### src/rtl/vpw_rx_pkg.sv
package vpw_rx_pkg;

  typedef enum logic [2:0] {
    W_NOISE,
    W_SHORT,
    W_LONG,
    W_MID,
    W_EXTRA
  } widthCls_e;

  typedef enum logic [1:0] {
    S_IDLE,
    S_FRAME,
    S_TAIL
  } rxState_e;

  // strobes from control to datapath
  typedef struct packed {
    logic frameInit;
    logic takeBit;
    logic bitVal;
  } dpCtl_t;

  // observations from datapath to control
  typedef struct packed {
    logic      levelEnd;
    logic      endedActive;
    widthCls_e cls;
    logic      eodTick;
    logic      eofTick;
    logic      byteAligned;
    logic      anyByte;
    logic      crcGood;
  } dpStat_t;

  localparam logic [7:0] CRC_POLY = 8'h1D;
  localparam logic [7:0] CRC_INIT = 8'hFF;

  function automatic logic [7:0] crcByte(input logic [7:0] seed, input logic [7:0] din);
    logic [7:0] r;
    r = seed;
    for (int i = 7; i >= 0; i--) begin
      if (r[7] ^ din[i]) r = {r[6:0], 1'b0} ^ CRC_POLY;
      else               r = {r[6:0], 1'b0};
    end
    return r;
  endfunction

endpackage

### src/rtl/vpw_rx_datapath.sv
module vpw_rx_datapath
  import vpw_rx_pkg::*;
#(
  parameter int CYC_PER_US   = 50,
  parameter int SHORT_MIN_US = 34,
  parameter int LONG_MIN_US  = 96,
  parameter int MID_MIN_US   = 163,
  parameter int EOF_MIN_US   = 239
) (
  input  logic       clk,
  input  logic       rstN,
  input  logic       busIn,
  input  logic       rx4xEn,
  input  dpCtl_t     ctl,
  output dpStat_t    stat,
  input  logic       rxReady,
  output logic [7:0] rxData,
  output logic       rxValid
);

  localparam int EOF_N   = EOF_MIN_US * CYC_PER_US;
  localparam int CNT_SAT = EOF_N + 1;
  localparam int CNT_W   = $clog2(CNT_SAT + 1);
  localparam int NUM_LIM = 4;
  localparam int LIM_US [NUM_LIM] = '{SHORT_MIN_US, LONG_MIN_US, MID_MIN_US, EOF_MIN_US};

  logic [CNT_W-1:0] lim [NUM_LIM];

  // one window boundary per entry, normal or quarter value
  generate
    for (genvar k = 0; k < NUM_LIM; k++) begin : g_lim
      localparam int NORM = LIM_US[k] * CYC_PER_US;
      localparam int QUAD = NORM / 4;
      assign lim[k] = rx4xEn ? CNT_W'(QUAD) : CNT_W'(NORM);
    end
  endgenerate

  // level run-length measurement
  logic             busLvl;
  logic [CNT_W-1:0] widthCnt;
  logic             edgeNow;

  assign edgeNow = (busIn != busLvl);

  always_ff @(posedge clk or negedge rstN) begin
    if (!rstN) begin
      busLvl   <= 1'b0;
      widthCnt <= CNT_W'(CNT_SAT);
    end else if (edgeNow) begin
      busLvl   <= busIn;
      widthCnt <= CNT_W'(1);
    end else if (widthCnt != CNT_W'(CNT_SAT)) begin
      widthCnt <= widthCnt + CNT_W'(1);
    end
  end

  widthCls_e clsNow;

  always_comb begin
    if (widthCnt < lim[0])      clsNow = W_NOISE;
    else if (widthCnt < lim[1]) clsNow = W_SHORT;
    else if (widthCnt < lim[2]) clsNow = W_LONG;
    else if (widthCnt < lim[3]) clsNow = W_MID;
    else                        clsNow = W_EXTRA;
  end

  // byte assembly and CRC
  logic [2:0] bitCnt;
  logic [7:0] shiftReg;
  logic [7:0] crcRun;
  logic [7:0] crcPrev;
  logic       anyByte;
  logic [7:0] newByte;
  logic       byteDone;

  assign newByte  = {shiftReg[6:0], ctl.bitVal};
  assign byteDone = ctl.takeBit && (bitCnt == 3'd7);

  always_ff @(posedge clk or negedge rstN) begin
    if (!rstN) begin
      bitCnt   <= 3'd0;
      shiftReg <= 8'h00;
      crcRun   <= CRC_INIT;
      crcPrev  <= CRC_INIT;
      anyByte  <= 1'b0;
    end else if (ctl.frameInit) begin
      bitCnt   <= 3'd0;
      crcRun   <= CRC_INIT;
      crcPrev  <= CRC_INIT;
      anyByte  <= 1'b0;
    end else if (ctl.takeBit) begin
      shiftReg <= newByte;
      bitCnt   <= bitCnt + 3'd1;
      if (byteDone) begin
        crcPrev <= crcRun;
        crcRun  <= crcByte(crcRun, newByte);
        anyByte <= 1'b1;
      end
    end
  end

  // single holding register toward the consumer
  always_ff @(posedge clk or negedge rstN) begin
    if (!rstN) begin
      rxData  <= 8'h00;
      rxValid <= 1'b0;
    end else if (byteDone) begin
      rxData  <= newByte;
      rxValid <= 1'b1;
    end else if (rxReady) begin
      rxValid <= 1'b0;
    end
  end

  always_comb begin
    stat.levelEnd    = edgeNow;
    stat.endedActive = busLvl;
    stat.cls         = clsNow;
    stat.eodTick     = !edgeNow && !busLvl && (widthCnt == lim[2]);
    stat.eofTick     = !edgeNow && !busLvl && (widthCnt == lim[3]);
    stat.byteAligned = (bitCnt == 3'd0);
    stat.anyByte     = anyByte;
    stat.crcGood     = (shiftReg == ~crcPrev);
  end

endmodule

### src/rtl/vpw_rx_control.sv
module vpw_rx_control
  import vpw_rx_pkg::*;
(
  input  logic    clk,
  input  logic    rstN,
  input  dpStat_t stat,
  output dpCtl_t  ctl,
  output logic    sofSeen,
  output logic    eofSeen,
  output logic    crcErr,
  output logic    symErr
);

  rxState_e state, stateNxt;
  logic sofNxt, eofNxt, crcNxt, symNxt;
  logic isBit;

  assign isBit = (stat.cls == W_SHORT) || (stat.cls == W_LONG);

  always_comb begin
    stateNxt = state;
    ctl      = '0;
    sofNxt   = 1'b0;
    eofNxt   = 1'b0;
    crcNxt   = 1'b0;
    symNxt   = 1'b0;
    case (state)
      S_IDLE: begin
        if (stat.levelEnd && stat.endedActive && (stat.cls == W_MID)) begin
          ctl.frameInit = 1'b1;
          sofNxt        = 1'b1;
          stateNxt      = S_FRAME;
        end
      end
      S_FRAME: begin
        if (stat.levelEnd) begin
          if (isBit) begin
            ctl.takeBit = 1'b1;
            ctl.bitVal  = stat.endedActive ? (stat.cls == W_SHORT) : (stat.cls == W_LONG);
          end else begin
            symNxt   = 1'b1;
            stateNxt = S_IDLE;
          end
        end else if (stat.eodTick) begin
          if (!stat.byteAligned || !stat.anyByte) begin
            symNxt   = 1'b1;
            stateNxt = S_IDLE;
          end else if (stat.crcGood) begin
            stateNxt = S_TAIL;
          end else begin
            crcNxt   = 1'b1;
            stateNxt = S_IDLE;
          end
        end
      end
      S_TAIL: begin
        if (stat.eofTick) begin
          eofNxt   = 1'b1;
          stateNxt = S_IDLE;
        end else if (stat.levelEnd) begin
          stateNxt = S_IDLE;
        end
      end
      default: stateNxt = S_IDLE;
    endcase
  end

  always_ff @(posedge clk or negedge rstN) begin
    if (!rstN) begin
      state   <= S_IDLE;
      sofSeen <= 1'b0;
      eofSeen <= 1'b0;
      crcErr  <= 1'b0;
      symErr  <= 1'b0;
    end else begin
      state   <= stateNxt;
      sofSeen <= sofNxt;
      eofSeen <= eofNxt;
      crcErr  <= crcNxt;
      symErr  <= symNxt;
    end
  end

endmodule

### src/rtl/vpw_frame_rx.sv
module vpw_frame_rx
  import vpw_rx_pkg::*;
#(
  parameter int CYC_PER_US   = 50,
  parameter int SHORT_MIN_US = 34,
  parameter int LONG_MIN_US  = 96,
  parameter int MID_MIN_US   = 163,
  parameter int EOF_MIN_US   = 239
) (
  input  logic       clk,
  input  logic       rstN,
  input  logic       busIn,
  input  logic       rx4xEn,
  input  logic       rxReady,
  output logic [7:0] rxData,
  output logic       rxValid,
  output logic       sofSeen,
  output logic       eofSeen,
  output logic       crcErr,
  output logic       symErr
);

  dpCtl_t  ctl;
  dpStat_t stat;

  vpw_rx_datapath #(
    .CYC_PER_US  (CYC_PER_US),
    .SHORT_MIN_US(SHORT_MIN_US),
    .LONG_MIN_US (LONG_MIN_US),
    .MID_MIN_US  (MID_MIN_US),
    .EOF_MIN_US  (EOF_MIN_US)
  ) u_dp (
    .clk    (clk),
    .rstN   (rstN),
    .busIn  (busIn),
    .rx4xEn (rx4xEn),
    .ctl    (ctl),
    .stat   (stat),
    .rxReady(rxReady),
    .rxData (rxData),
    .rxValid(rxValid)
  );

  vpw_rx_control u_ctl (
    .clk    (clk),
    .rstN   (rstN),
    .stat   (stat),
    .ctl    (ctl),
    .sofSeen(sofSeen),
    .eofSeen(eofSeen),
    .crcErr (crcErr),
    .symErr (symErr)
  );

endmodule

### config.mk
export PLATFORM = sky130hd
export DESIGN_NAME = vpw_frame_rx
export DESIGN_NICKNAME = d
export VERILOG_FILES = /design/src/rtl/vpw_rx_pkg.sv /design/src/rtl/vpw_rx_datapath.sv /design/src/rtl/vpw_rx_control.sv /design/src/rtl/vpw_frame_rx.sv
export SDC_FILE = /design/constraint.sdc
export NUM_CORES = 1
export LEC_CHECK = 0
export ABC_CLOCK_PERIOD_IN_PS = 4650
export BUFFER_PORTS_ARGS = -buffer_cell sky130_fd_sc_hd__buf_4
export CAP_MARGIN = 20
export CORE_AREA = 4 4 97 135
export DETAILED_ROUTE_END_ITERATION = 7
export DIE_AREA = 0 0 101 139
export GPL_TIMING_DRIVEN = 0
export SYNTH_ARGS = -nofsm -noshare
export SYNTH_HDL_FRONTEND = slang
export SYNTH_HIERARCHICAL = 1
export SYNTH_SLANG_ARGS = --single-unit
### constraint.sdc
create_clock -name clk -period 4.65 [get_ports clk]
set_clock_uncertainty 0.05 [all_clocks]
set_input_delay 0.93 -clock clk [delete_from_list [all_inputs] [get_ports clk]]
set_output_delay 0.93 -clock clk [all_outputs]
set_load 0.02 [all_outputs]
==> results of run 1 <==
[sequential cells by signal (all words and copies together) (netlist names)]
signal	cells
u_ctl/symErr	1
u_dp/widthCnt	14
u_dp/rxData	8
u_dp/crcPrev	8
u_dp/crcRun	8
u_dp/anyByte	1
u_ctl/crcErr	1
u_dp/shiftReg	8
u_dp/bitCnt	3
u_ctl/sofSeen	1
u_ctl/state	2
u_dp/rxValid	1
u_dp/busLvl	1
u_ctl/eofSeen	1
[layout by cell type (no fill, tap or decap), drive strengths merged, types with 2 or more instances in the layout]
cell     synthesis  routed
nand4b           4       4
dfrtp           32      32
a211o           15      15
mux2            16      16
or2              2       2
o21a             3       3
ha              18      18
xnor2           29      29
xor2            14      14
a21o             2       2
o21ai            8       8
dfstp           26      26
nand4            5       5
or3              4       4
nor2            25      25
buf              9      26
nand2           16      16
nor3b            2       2
nor4             4       4
o2111ai          2       2
inv             12      12
nand2b           5       5
nor2b            4       4
a21oi           11      11
nand3            6       6
mux2i            3       3
a211oi           5       5
clkbuf          10      24
or4              2       2
or3b             2       2
and3             9       9
nor3            18      18
[synthesized netlist by cell type, types with 3 or more instances]
library cell	n	area share, %
or3_1	4	0.71
o21a_1	3	0.64
nand2b_1	4	0.71
a21oi_1	11	1.6
clkbuf_1	9	0.96
a211oi_1	5	1.1
dfstp_2	26	19
mux2i_1	3	0.86
inv_1	12	1.3
nand2_1	16	1.7
buf_2	3	0.43
buf_4	4	0.86
xnor2_1	27	6.7
and3_1	9	1.6
nand4b_1	4	1.0
o21ai_0	8	1.1
nor3_1	16	2.3
nand3_1	6	0.86
ha_1	18	6.4
nand4_1	5	0.89
nor2b_1	4	0.71
xor2_1	13	3.2
a211o_1	15	3.7
nor4_1	3	0.53
nor2_1	25	2.7
dfrtp_1	32	23
mux2_2	16	5.1
[power groups by stage]
stage	clock, mW	sequential (mW)	combinational, mW
2_1_floorplan	0	0.603	0.209
3_3_place_gp	0	0.609	0.267
3_5_place_dp	0	0.611	0.274
4_1_cts	0.691	0.604	0.275
5_1_grt	0.711	0.610	0.311
6_report	0.672	0.604	0.275
[critical path, stage by stage]
cell and delay, ns:
buf_4 0.17, inv_1 0.12, ha_1 0.36, nand4b_1 0.15
nor2_1 0.07, a221o_1 0.34, a2bb2oi_1 0.16, nor3_1 0.41
nor3b_1 0.24, a21oi_1 0.08, nor3_2 0.28, xnor2_1 0.27
xor2_2 0.29, xor2_1 0.13, o21a_1 0.17, or3_1 0.34
[what timing repair did]
action	CTS	global route
hold buffers	0	0
gates resized for setup	0	1
setup endpoints to repair	0	2
[how the worst max path moves through the flow]
stage / start / cells after the start / to
final: rx4xEn / 16 / u_dp/crcRun[2]
after global placement: rx4xEn / 16 / u_dp/crcRun[2]
after CTS: rx4xEn / 16 / u_dp/crcRun[2]
after floorplan: rx4xEn / 15 / u_dp/crcRun[2]
after global routing: rx4xEn / 16 / u_dp/crcRun[3]
after detailed placement: rx4xEn / 16 / u_dp/crcRun[2]
[per-stage QoR]
step                      util [%]  total power, mW  cell area (um^2)  std cells
after floorplan                  -            0.811              3510        336
after global routing          35.0             1.63              4140        516
after detailed placement      32.3            0.885              3820        500
final                         35.0             1.55              4140        516
after CTS                     34.9             1.57              4130        516
after global placement        32.3            0.875              3820        500
[kinds of logic (layout without fill, tap and decap cells)]
group / after synthesis / in the layout / synth area share (%)
AND/OR/NAND/NOR: 112 / 112 / 18.0
multiplexers: 19 / 19 / 5.99
adder cells (fa/ha/maj): 18 / 18 / 6.42
buffers and inverters: 31 / 64 / 3.89
XOR/XNOR: 44 / 44 / 12.3
AO/OA/AOI/OAI: 54 / 54 / 11.1
flip-flops: 58 / 58 / 42.3
[final cells by class]
type | count | area [um^2]
fill | 1194 | 7680
timing repair buffer | 17 | 128
multi-input combinational | 247 | 1890
clock buffer | 14 | 274
sequential | 58 | 1480
buffer | 19 | 91.3
tap | 147 | 184
clock inverter | 2 | 35.0
inverter | 12 | 45.0
[layer usage]
metal	routed length, um	vias up	part of all wire, %	global-route usage [%]
li1	-	1247	-	-
met1	3320	1276	42	13.6
met2	4040	41	52	19.5
met3	183	19	2.3	2.26
met4	263	0	3.4	6.58
met5	0	-	0	0
==> run_results.csv, run 1 <==
group,metric,value,unit
routing,firstDrtPassIters,4,
clock_tree,clk_latency,0.32,ns
placement,port_buffers,17,
critical_path,worst-setup-path-type,"in -> reg",
logic_synthesis,synth_edf_count,0,
clock_tree,htree_num_levels,3,
logic_synthesis,synthCells,336,
logic_synthesis,ys_ff_latch,58,
critical_path,critPathArrivalTime,4.50,ns
timing,fmax,232,MHz
global_routing,grt_usage,11.6,%
die,ioPinCount,18,
placement,place_ws,-0.190,ns
pwr,p_comb_share,17.7,%
logic_synthesis,avgSynthCellArea,10.4,um^2
pwr,sw_frac_of_total,26.6,%
global_routing,grt_pass1_vias,2677,
die,die_area,14000,um^2
critical_path,cp_max_fo,11,
logic_synthesis,synthArstFlopShare,100,%
clock_tree,cts_sinks,58,
timing,rsz0062_at_grt,"no",
hold_path,min_to,"u_dp/rxData[2]",
pwr,pwr_density_cell,375,nW/um^2
die,die_h,139,um
logic_synthesis,ys.flop_type,"dfrtp_1",
clock_tree,clock_path_buffers,2,
routing,drc,0,
timing,hold_violations,0,
logic_synthesis,synth_nets,359,
critical_path,timing.rr.start,"u_dp/widthCnt[13]",
timing,finalCritPeriodShare,92.8,%
logic_synthesis,ys_warn_count,6,
pwr,power_frac_clock,43.3,%
die,die_x,101,um
status,outcome,"complete, no violations",
timing,setup_viol,0,
timing,slew_viol_final,0,
hold_path,min_delay_path_depth,1,
routing,routed_wl,7810,um
job,cap_viol_max_count,0,
hold_path,hold_class,"reg -> reg",
timing,min_period,4.31,ns
clock_tree,cts_tree,"done",
routing,ant_nets,0,
logic_synthesis,synth_area,3510,um^2
placement,dp_hpwl,5610,um
die,core_region_area,11800,um^2
die,rows,47,
die,start_util,29.7,%
clock_tree,root_buffer,"clkbuf_16",
timing,relSlewSlack,51.6,%
critical_path,worst-r2r-setup-slack,0.73,ns
layout,antenna_cells,0,
pwr,p_int,1.14,mW
critical_path,rr_endpoint,"u_dp/crcRun[2]",
pwr,switchingPower,413,uW
global_routing,grt_max_degree,59,
global_routing,antenna_found_initial,0,
timing,whs,0.457,ns
pwr,peakVddDrop,0.000232,V
routing,route.detailed.wl_per_inst,15.1,um
global_routing,grt-ovfl-total,0,
layout,syn_to_final_growth,17.8,%
routing,drtIter0Drc,86,
timing,tns,0,ns
critical_path,worstSetupStartpointType,"primary input",
layout,nNetsFinal,387,
pwr,p_leak,1.91,nW
placement,place_congestion,0.813,
timing,tightest_slew,0.725,ns
critical_path,ff2ff_path_depth,14,
clock_tree,numCtsBuffers,9,
clock_tree,clkTransAtPathRegs,0.05,ns
clock_tree,post_cts_buffers,0,
hold_path,hp-start,"u_dp/rxData[2]",
routing,vias,2583,
layout,drive_above_1_share,25.5,%
logic_synthesis,synth.distinct_cells,55,
global_routing,grt_pass1_wl,12900,um
timing,worst_slack,0.337,ns
critical_path,required,4.84,ns
routing,vias_per_cell,5.01,
pwr,power_frac_seq,39.0,%
critical_path,cp-end-kind,"flip-flop",
logic_synthesis,ys_seq_area_share,42.3,%
Power figures use the tool's default switching activity.
==> inputs of run 2 (changes only) <==
CTS_BUF_LIST = sky130_fd_sc_hd__clkbuf_8   (was not set)
==> run 2 against run 1 <==
Compared with the run above:
- sequential share of layout area is 0.90 points higher
- sequential power is essentially flat
- critical path depth did not move
- core utilization shrank 0.86 points
- critical endpoint unchanged
- largest power group is now sequential cells
==> run_results.csv, run 2 (synthesized netlist as in run 1, its figures left out) <==
group,metric,value,unit
status,outcome,"complete, no violations",
routing,routed.top_layer,"met4",
critical_path,worst-setup-path-type,"in -> reg",
die,die_h,139,um
layout,multi_input_area,1890,um^2
global_routing,grt_pass1_vias,2667,
timing,rsz0062_at_grt,"no",
routing,vias,2583,
critical_path,worstSetupStartpointType,"primary input",
critical_path,worst-r2r-setup-slack,0.75,ns
critical_path,critPathArrivalTime,4.47,ns
timing,fmax,235,MHz
routing,route.met3.wl,216,um
routing,vias_per_cell,5.01,
clock_tree,post_cts_buffers,0,
global_routing,grt_pass1_wl,13000,um
critical_path,cp-end-kind,"flip-flop",
critical_path,ff2ff_path_depth,14,
placement,place_congestion,0.813,
routing,ant_nets,0,
clock_tree,cts_tree,"done",
layout,final_cell_mix,"dfrtp_1 (32), xnor2_1 (27), dfstp_2 (26), nor2_1 (25), buf_4 (21)",
pwr,finalPower,1.36,mW
placement,port_buffers,17,
die,start_util,29.7,%
routing,drtIter0Drc,71,
layout,largest_register_ffs,14,
clock_tree,root_buffer,"clkbuf_8",
layout,drive_above_1_share,25.5,%
timing,hold_violations,0,
global_routing,grt_max_degree,59,
pwr,peakVddDrop,0.000202,V
global_routing,grt-ovfl-total,0,
critical_path,required,4.86,ns
layout,antenna_cells,0,
routing,firstDrtPassIters,4,
layout,regMostFlops,"u_dp/widthCnt",
clock_tree,numCtsBuffers,9,
layout,final_cells,516,
layout,layout_commonest_cell,"dfrtp_1",
die,ioPinCount,18,
routing,route.detailed.wl_per_inst,15.1,um
placement,dp_hpwl,5610,um
routing,drc,0,
global_routing,antenna_found_initial,0,
critical_path,timing.rr.start,"u_dp/widthCnt[13]",
timing,slew_viol_final,0,
die,die_area,14000,um^2
critical_path,cp_max_fo,11,
timing,worst_slack,0.387,ns
clock_tree,clk_latency,0.35,ns
die,core_region_area,11800,um^2
die,die_x,101,um
routing,wl_met2,3950,um
placement,place_ws,-0.190,ns
hold_path,hold_class,"reg -> reg",
clock_tree,cts_sinks,58,
layout,nFillCells,1207,
global_routing,grt_usage,11.7,%
job,cap_viol_max_count,0,
hold_path,min_delay_path_depth,1,
timing,setup_viol,0,
clock_tree,clkTransAtPathRegs,0.06,ns
pwr,pwr_density_cell,337,nW/um^2
placement,placed_cells,500,
routing,wl_met1,3310,um
clock_tree,htree_num_levels,3,
clock_tree,hold_buffers,0,
layout,syn_to_final_growth,14.9,%
pwr,p_leak,1.87,nW
die,rows,47,
timing,finalCritPeriodShare,91.7,%
hold_path,min_to,"u_dp/rxData[2]",
layout,nNetsFinal,387,
hold_path,hp-start,"u_dp/rxData[2]",
layout,seq_area,1480,um^2
timing,tightest_slew,0.723,ns
critical_path,rr_endpoint,"u_dp/crcRun[2]",
timing,tns,0,ns
timing,min_period,4.26,ns
routing,routed_wl,7800,um
clock_tree,clock_path_buffers,2,
timing,relSlewSlack,51.8,%
## run 2: metal layers
metal	up-vias	GRT usage [%]
met5	-	0
met4	0	6.58
met3	22	2.87
met2	51	19.4
met1	1267	13.7
li1	1243	-
## run 2: area by class of cell
| type | instances | area share (%) |
|---|---|---|
| Buffer | 19 | 2.26 |
| Clock buffer | 12 | 4.09 |
| Clock inverter | 4 | 1.05 |
| Timing Repair Buffer | 17 | 3.16 |
| Multi-Input combinational cell | 247 | 47.0 |
| Inverter | 12 | 1.12 |
| Tap cell | 147 | 4.56 |
| Sequential cell | 58 | 36.8 |
## run 2: worst max-delay path by stage
stage / startpoint / end / slack [ns] / cells past startpoint
2_1_floorplan: rx4xEn / u_dp/crcRun[2] / 0.64 / 15
3_3_place_gp: rx4xEn / u_dp/crcRun[2] / -0.16 / 16
3_5_place_dp: rx4xEn / u_dp/crcRun[2] / -0.19 / 16
4_1_cts: rx4xEn / u_dp/crcRun[2] / 0.16 / 16
5_1_grt: rx4xEn / u_dp/crcRun[3] / 0.15 / 16
6_report: rx4xEn / u_dp/crcRun[2] / 0.39 / 16
## run 2: power breakdown
group | leakage, nW | switching [mW] | total [mW] | internal (mW)
sequential | 0.713 | 0.0410 | 0.603 | 0.562
clock | 0.115 | 0.196 | 0.482 | 0.287
combinational | 1.04 | 0.156 | 0.274 | 0.118
total | 1.87 | 0.393 | 1.36 | 0.966
## run 2: what timing repair did
item | 4_1_cts | 5_1_grt
hold endpoints to repair | 0 | 0
setup endpoints to repair | 0 | 2
gates resized for setup | 0 | 1
## run 2: worst max-delay path, stage by stage
cell       delay (ns)
buf_4            0.17
inv_1            0.12
ha_1             0.36
nand4b_1         0.15
nor2_1           0.07
a221o_1          0.34
a2bb2oi_1        0.16
nor3_1           0.40
nor3b_1          0.24
a21oi_1          0.08
nor3_2           0.27
xnor2_1          0.26
xor2_2           0.28
xor2_1           0.13
o21a_1           0.17
or3_1            0.34
## run 2: metrics by stage
step	utilization, %	hold slack [ns]	cell area (um^2)
global route	34.1	0.484	4030
finish	34.1	0.461	4030
detailed placement	32.3	0.449	3820
CTS	34.1	0.463	4030
floorplan	-	0.414	3510
global placement	32.3	0.427	3820
